$ cat config.mk
export PLATFORM = sky130hd
export DESIGN_NAME = ibi_arbiter
export DESIGN_NICKNAME = d
export VERILOG_FILES = /design/src/rtl/ibi_arbiter.sv
export SDC_FILE = /design/constraint.sdc
export NUM_CORES = 1
export LEC_CHECK = 0
export ABC_AREA = 1
export ABC_CLOCK_PERIOD_IN_PS = 1600
export BUFFER_PORTS_ARGS = -buffer_cell sky130_fd_sc_hd__buf_2
export CAP_MARGIN = 20
export CORE_MARGIN = 2
export CORE_UTILIZATION = 52
export CTS_CLUSTER_DIAMETER = 50
export DETAILED_ROUTE_END_ITERATION = 8
export GPL_ROUTABILITY_DRIVEN = 0
export PLACE_DENSITY_LB_ADDON = 0.05
export SETUP_SLACK_MARGIN = 0.5
export SLEW_MARGIN = 20
export SYNTH_ARGS = -nofsm -noshare
export SYNTH_HDL_FRONTEND = slang
export SYNTH_SLANG_ARGS = --single-unit
$ cat constraint.sdc
create_clock -name clk -period 1.6 [get_ports clk]
set_input_delay 0.08 -clock clk [delete_from_list [all_inputs] [get_ports clk]]
set_output_delay 0.08 -clock clk [all_outputs]
set_load 0.005 [all_outputs]
$ cat src/rtl/ibi_arbiter.sv
module ibi_arbiter #(
  parameter int ADDR_W = 7,
  parameter int IDLE_W = 16
) (
  input  logic              clk,
  input  logic              rst_n,
  input  logic              sda_in,
  input  logic              scl_in,
  input  logic              irq_req,
  input  logic [ADDR_W-1:0] own_addr,
  input  logic [IDLE_W-1:0] idle_limit,
  output logic              sda_oe,
  output logic              won,
  output logic              lost
);
  localparam int IDX_W = $clog2(ADDR_W + 1);
  localparam logic [1:0] ST_WATCH = 2'd0, ST_START = 2'd1, ST_SHIFT = 2'd2, ST_HOLD = 2'd3;
  localparam logic [IDLE_W-1:0] CNT_MAX = '1;

  logic [1:0]        st;
  logic              sda_q, scl_q, drv;
  logic [IDX_W-1:0]  idx;
  logic [ADDR_W-1:0] addr_q;
  logic [IDLE_W-1:0] idle_cnt;

  wire scl_rise  = !scl_q && scl_in;
  wire scl_fall  = scl_q && !scl_in;
  wire stop_seen = scl_q && scl_in && !sda_q && sda_in;
  wire lines_hi  = sda_in && scl_in;
  wire idle_ok   = lines_hi && (idle_cnt >= idle_limit);

  assign sda_oe = drv;

  always_ff @(posedge clk or negedge rst_n) begin
    if (!rst_n) begin
      sda_q <= 1'b1;
      scl_q <= 1'b1;
      idle_cnt <= '0;
    end else begin
      sda_q <= sda_in;
      scl_q <= scl_in;
      if (!lines_hi) idle_cnt <= '0;
      else if (idle_cnt != CNT_MAX) idle_cnt <= idle_cnt + 1'b1;
    end
  end

  always_ff @(posedge clk or negedge rst_n) begin
    if (!rst_n) begin
      st <= ST_WATCH;
      drv <= 1'b0;
      idx <= '0;
      addr_q <= '0;
      won <= 1'b0;
      lost <= 1'b0;
    end else begin
      won <= 1'b0;
      lost <= 1'b0;
      case (st)
        ST_WATCH: begin
          if (irq_req && idle_ok) begin
            drv <= 1'b1;
            addr_q <= own_addr;
            st <= ST_START;
          end
        end
        ST_START: begin
          if (scl_fall) begin
            idx <= IDX_W'(ADDR_W - 1);
            drv <= ~addr_q[ADDR_W-1];
            st <= ST_SHIFT;
          end
        end
        ST_SHIFT: begin
          if (stop_seen) begin
            drv <= 1'b0;
            st <= ST_WATCH;
          end else if (scl_rise) begin
            if (!drv && !sda_in) begin
              lost <= 1'b1;
              st <= ST_HOLD;
            end else if (idx == '0) begin
              won <= 1'b1;
              st <= ST_HOLD;
            end
          end else if (scl_fall) begin
            idx <= idx - 1'b1;
            drv <= ~addr_q[idx - 1'b1];
          end
        end
        default: begin
          if (scl_fall) drv <= 1'b0;
          if (stop_seen) begin
            drv <= 1'b0;
            st <= ST_WATCH;
          end
        end
      endcase
    end
  end
endmodule

# ---- Yosys cells after proc, flatten, opt, wreduce, memory -nomap -nowiden
# Index checks and enable logic that the tools add are counted.
dict set report totals {
  inputBits 28
  word_cells 85
  out_inout_bits 3
  reg_bits 33
}
dict set report classes {
  n_bitwise 2
  n_reduce_logical 23
  add_sub_neg 2
  magnitude_cmp 2
  eq_ne 13
  n_mux 34
}
# operator n
set op_table {}
lappend op_table {{$mux 16} 2}
lappend op_table {{$mux 1} 17}
lappend op_table {{$add 16x1->16 const B} 1}
lappend op_table {{$ge 16x16->1} 1}
lappend op_table {{$ne 16x16->1 const B} 1}
lappend op_table {{$reduce_and 5->1} 3}
lappend op_table {{$mux 2} 7}
lappend op_table {{$mux 3} 4}
lappend op_table {{$ne 2x2->1 const B} 5}
lappend op_table {{$logic_and 1x1->1} 9}
lappend op_table {{$ne 3x3->1 const B} 3}
lappend op_table {{$pmux 2 s3} 1}
lappend op_table {{$pmux 3 s2} 1}
lappend op_table {{$logic_not 1->1} 5}
lappend op_table {{$lt 3x4->1 const B} 1}
lappend op_table {{$ne 4x4->1 const B} 1}
lappend op_table {{$reduce_bool 4->1} 1}
lappend op_table {{$bmux 1 s3} 1}
lappend op_table {{$logic_not 3->1} 1}
lappend op_table {{$pmux 1 s3} 1}
lappend op_table {{$reduce_bool 3->1} 1}
lappend op_table {{$sub 3x1->3 const B} 1}
lappend op_table {{$eq 2x1->1 const B} 1}
lappend op_table {{$eq 2x2->1 const B} 1}
lappend op_table {{5 further kinds} 6}

# ---- Logic depth before layout (Yosys ltp)
dict set report depth {
  ltp_word 8
  mapped_depth 16
  ltp_nobuf 16
}

# ---- Least setup slack after synthesis
# Ideal clock, no wire load.
dict set report synth_timing {
  path_kind {register to register}
  from {reg idle_cnt[7]}
  to {reg st[1]}
  setup_ns 0.121
  synth_period_minus_slack_ns 1.655
  stages_incl_launch_ff 14
  required_time_ns 1.479
  t_arrival_ns 1.534
  n_path_buf 0
  slack_ns -0.055
  cell_sequence {dfrtp_1 ha_1 nand2_1 inv_2 nand2_1 nand2_1 nor2_1 nand2_1 nand2_1 nand2_1 nand2_1 nand2_1 nand3b_1 nand2_1}
}
dict set report synth_between {
  elab_chain_len 5
}
# item line
set synth_rtl {}
lappend synth_rtl {{from (decl)} 24} ;# logic [IDLE_W-1:0] idle_cnt;
lappend synth_rtl {{from (signal assigned)} 43} ;# else if (idle_cnt != CNT_MAX) idle_cnt <= idle_cnt + 1'b1;
lappend synth_rtl {{$ge 16x16->1} 30} ;# wire idle_ok = lines_hi && (idle_cnt >= idle_limit);
lappend synth_rtl {{$logic_and 1x1->1} 30}
lappend synth_rtl {{$logic_and 1x1->1} 60} ;# if (irq_req && idle_ok) begin
lappend synth_rtl {{$ne 2x2->1 (no source line)} n/a}
lappend synth_rtl {{$reduce_and 5->1 (no source line)} n/a}
lappend synth_rtl {{to (signal assigned)} 63} ;# st <= ST_START;
lappend synth_rtl {{to (signal assigned)} 70} ;# st <= ST_SHIFT;
lappend synth_rtl {{to (signal assigned)} 76} ;# st <= ST_WATCH;
lappend synth_rtl {{to (decl)} 20} ;# logic [1:0] st;
# No other way between the ends.
# A chain may end at the register's enable or synchronous reset.

# ---- Worst setup path in the final report
dict set report layout_timing {
  from {reg idle_cnt[0]}
  to {reg idle_cnt[0]}
}
dict set report layout_between {
  elab_chain_len 3
  word_cells_on_any_way 5
  classes_between {1 x add/sub; 2 x eq/ne; 2 x mux}
}
# item line
set layout_rtl {}
lappend layout_rtl {{$add 16x1->16} 43}
lappend layout_rtl {{$mux 16} 43}
lappend layout_rtl {{$mux 16} 42} ;# if (!lines_hi) idle_cnt <= '0;
# Parallel ways exist; a longest one is shown, timed or not. The select of a mux whose other input is x is not followed.

==> reports/results.ini <==
[yosys]
async_flop_share=1.00
yosysSeqAreaShare=0.373
syn-cell-area_mm2=0.00222
synth_edf_count=0
ys_ff_latch=33
ys_types=33
synth_most_common_cell=nand2_1
synth_flop_cell=dfrtp_1
avgSynthCellArea_um2=7.59
yosys-top-cells-area=dfrtp_1 (35%), ha_1 (11%), nand2_1 (10%)
ys_top_cells_by_count=nand2_1 (61), inv_1 (54), dfrtp_1 (31)
yosys.area.top_type=dfrtp_1
syn_nets=340
postSynthCellCount=293
synth_warnings=0
synth_top_area_share=0.349

[place]
io_buffers=30
dp_hpwl_um=3670
placed_area_mm2=0.00266
placedCellCount=394

[cts]
cts.sinks=33
cts_buffer_depth=2
clkTransAtPathRegs_ps=70
clk_latency_ps=300
cts_made_buffers=5
htreeDepth=2
tritoncts=built
cts-root-buf=clkbuf_8

[timing]
final_hold_viol_count=3
hold_slack_ps=-5.55
final.setup.worst_slack_ps=-149
min_period_ps=1750
finalCritPeriodShare=1.09
rsz0062_at_grt=true
maxSlewHeadroom=0.493
skew_ps=8.18
finalSetupViolCount=20
worst_pin_slew_ps=760
finalMaxSlewViolations=0
max_freq_ghz=0.572
setup_tns_ps=-2040

[critical_path]
critPathCaptureType=flop
path_max_fanout=5
cp-start-kind=flop
crit_type=flop to flop
crit_required_ps=1770
cp.arrival_ps=1920

[run]
cap_violations=0

[power]
power.share.sequential=0.357
p_comb_frac=0.337
total_power_mw=2.72
power.density_mw_per_mm2=824
p_clk_frac=0.306
p_int_mw=1.78
peakVddDrop_mv=0.782
p_sw_frac=0.343
p_leak_nw=1.70
switchingPower_mw=0.933

[floorplanning]
pin_count=31
start_util=0.548
core-area_mm2=0.00406
die_w_um=69.4
fp-row-count=23
dieArea_mm2=0.00481
die_h_um=69.4

[global_routing]
grt_max_degree=34
grt_first_pass_wirelength_um=9500
antenna_found_initial=0
grt_pass1_vias=2101
globalRouteTotalUtil=0.244
grt.overflow.total=0

[final_layout]
multi_input_area_mm2=0.00156
antenna_cells=0
fillers=268
seq_area_um2=828
stdcell_area_mm2=0.00330
final_cells=422
nNetsFinal=418
syn2layout_area_growth_pct=48.3
drive_above_1_share=0.427
fin_util=0.813

[route]
firstDrtPassIters=4
viasPerCell=5.21
drc_errors=0
vias=2200
wl_per_cell_um=13.7
final_antenna_net_count=0
first_iter_violations=193
drt_wl_total_um=5800

[outcome]
violations=hold timing, setup timing
status=finished with violations

[min_path]
hold_class=input port to flop

==> what timing repair did <==
action | CTS | global route
gates resized for setup | 38 | 53
endpoints found under the hold margin | 38 | 0
pin swaps | 9 | 25
buffers inserted | 7 | 4
hold buffers | 7 | 0
setup endpoints to repair | 29 | 29
gates cloned | 2 | 0
==> flip-flops by register name (all words and copies together), names as in the netlist <==
| name | count |
|---|---|
| won | 1 |
| addr_q | 7 |
| sda_q | 1 |
| idle_cnt | 16 |
| st | 2 |
| idx | 3 |
| scl_q | 1 |
| lost | 1 |
| sda_oe | 1 |
==> worst max-delay path, cell delays in order, from the launching register on <==
cell,delay [ps]
dfrtp_1,380
buf_6,110
buf_6,90
ha_4,130
nand2_4,60
nor2_4,150
nand3_4,130
buf_12,150
clkinv_8,60
nand4_4,150
nand3_2,130
o21ai_1,80
==> stage by stage <==
step           hold slack (ps)  setup WS (ps)
3_5_place_dp               187           -137
4_1_cts                  0.322           -139
5_1_grt                  -6.92           -288
6_report                 -5.55           -149
2_1_floorplan             -216           17.4
3_3_place_gp               189           -140
==> logic make-up (layout without fill, tap and decap cells) <==
group / Yosys count / in the layout / synth area share
flops: 33 / 33 / 0.373
compound gates: 50 / 50 / 0.124
simple gates: 129 / 131 / 0.279
buf+inv: 57 / 134 / 0.0979
fa+ha+maj: 19 / 19 / 0.107
xor+xnor: 5 / 5 / 0.0197
==> power by group through the flow <==
| stage | Clock [mW] | Combinational (mW) | Sequential (mW) |
|---|---|---|---|
| after detailed placement | 0 | 0.781 | 0.977 |
| after global placement | 0 | 0.769 | 0.974 |
| final | 0.831 | 0.915 | 0.970 |
| after floorplan | 0 | 0.556 | 0.975 |
| after global routing | 0.877 | 1.04 | 0.977 |
| after CTS | 0.831 | 0.861 | 0.965 |
==> layer usage <==
metal  vias up  share of wire  global-route usage
met5         -              0                   0
li1       1121              -                   -
met3        17          0.050              0.0509
met2        61           0.48               0.394
met4         0          0.029              0.0784
met1      1001           0.44               0.328
==> final timing paths <==
kind                              from           to  slack (ps)  cells after the start
max                        idle_cnt[0]  idle_cnt[0]        -150                     11
min                        own_addr[6]    addr_q[6]          -6                      3
max reg2reg                idle_cnt[0]  idle_cnt[0]        -150                     11
min reg2reg                     sda_oe         lost         500                      1
max in group asynchronous        rst_n  idle_cnt[1]         720                      2
min in group asynchronous        rst_n  idle_cnt[8]         390                      2
==> placed cells by master, fill, tap and decap left out, types with 4 or more instances in the layout <==
cell type	instances
nor3_1	7
clkbuf_8	6
a21oi_1	9
buf_6	7
nand4_1	5
dfrtp_1	31
nand2_1	42
nand2_2	15
buf_4	25
buf_2	30
o21ai_1	4
nand3_1	8
nand2_4	6
nor2_4	7
ha_4	4
xor2_1	4
inv_1	43
nor2_2	7
ha_1	15
inv_2	11
a21oi_2	5
o21ai_0	14
dlygate4sd3_1	7
nor2_1	15
nor3_2	5
o21ai_2	8
==> area by class of cell <==
type / instances / area share
clock buffer: 7 / 0.0262
inverter: 56 / 0.0683
tap: 50 / 0.0190
multi-input combinational: 205 / 0.473
sequential: 33 / 0.251
clock inverter: 1 / 0.00910
timing repair buffer: 70 / 0.154
Power figures use the tool's default switching activity.
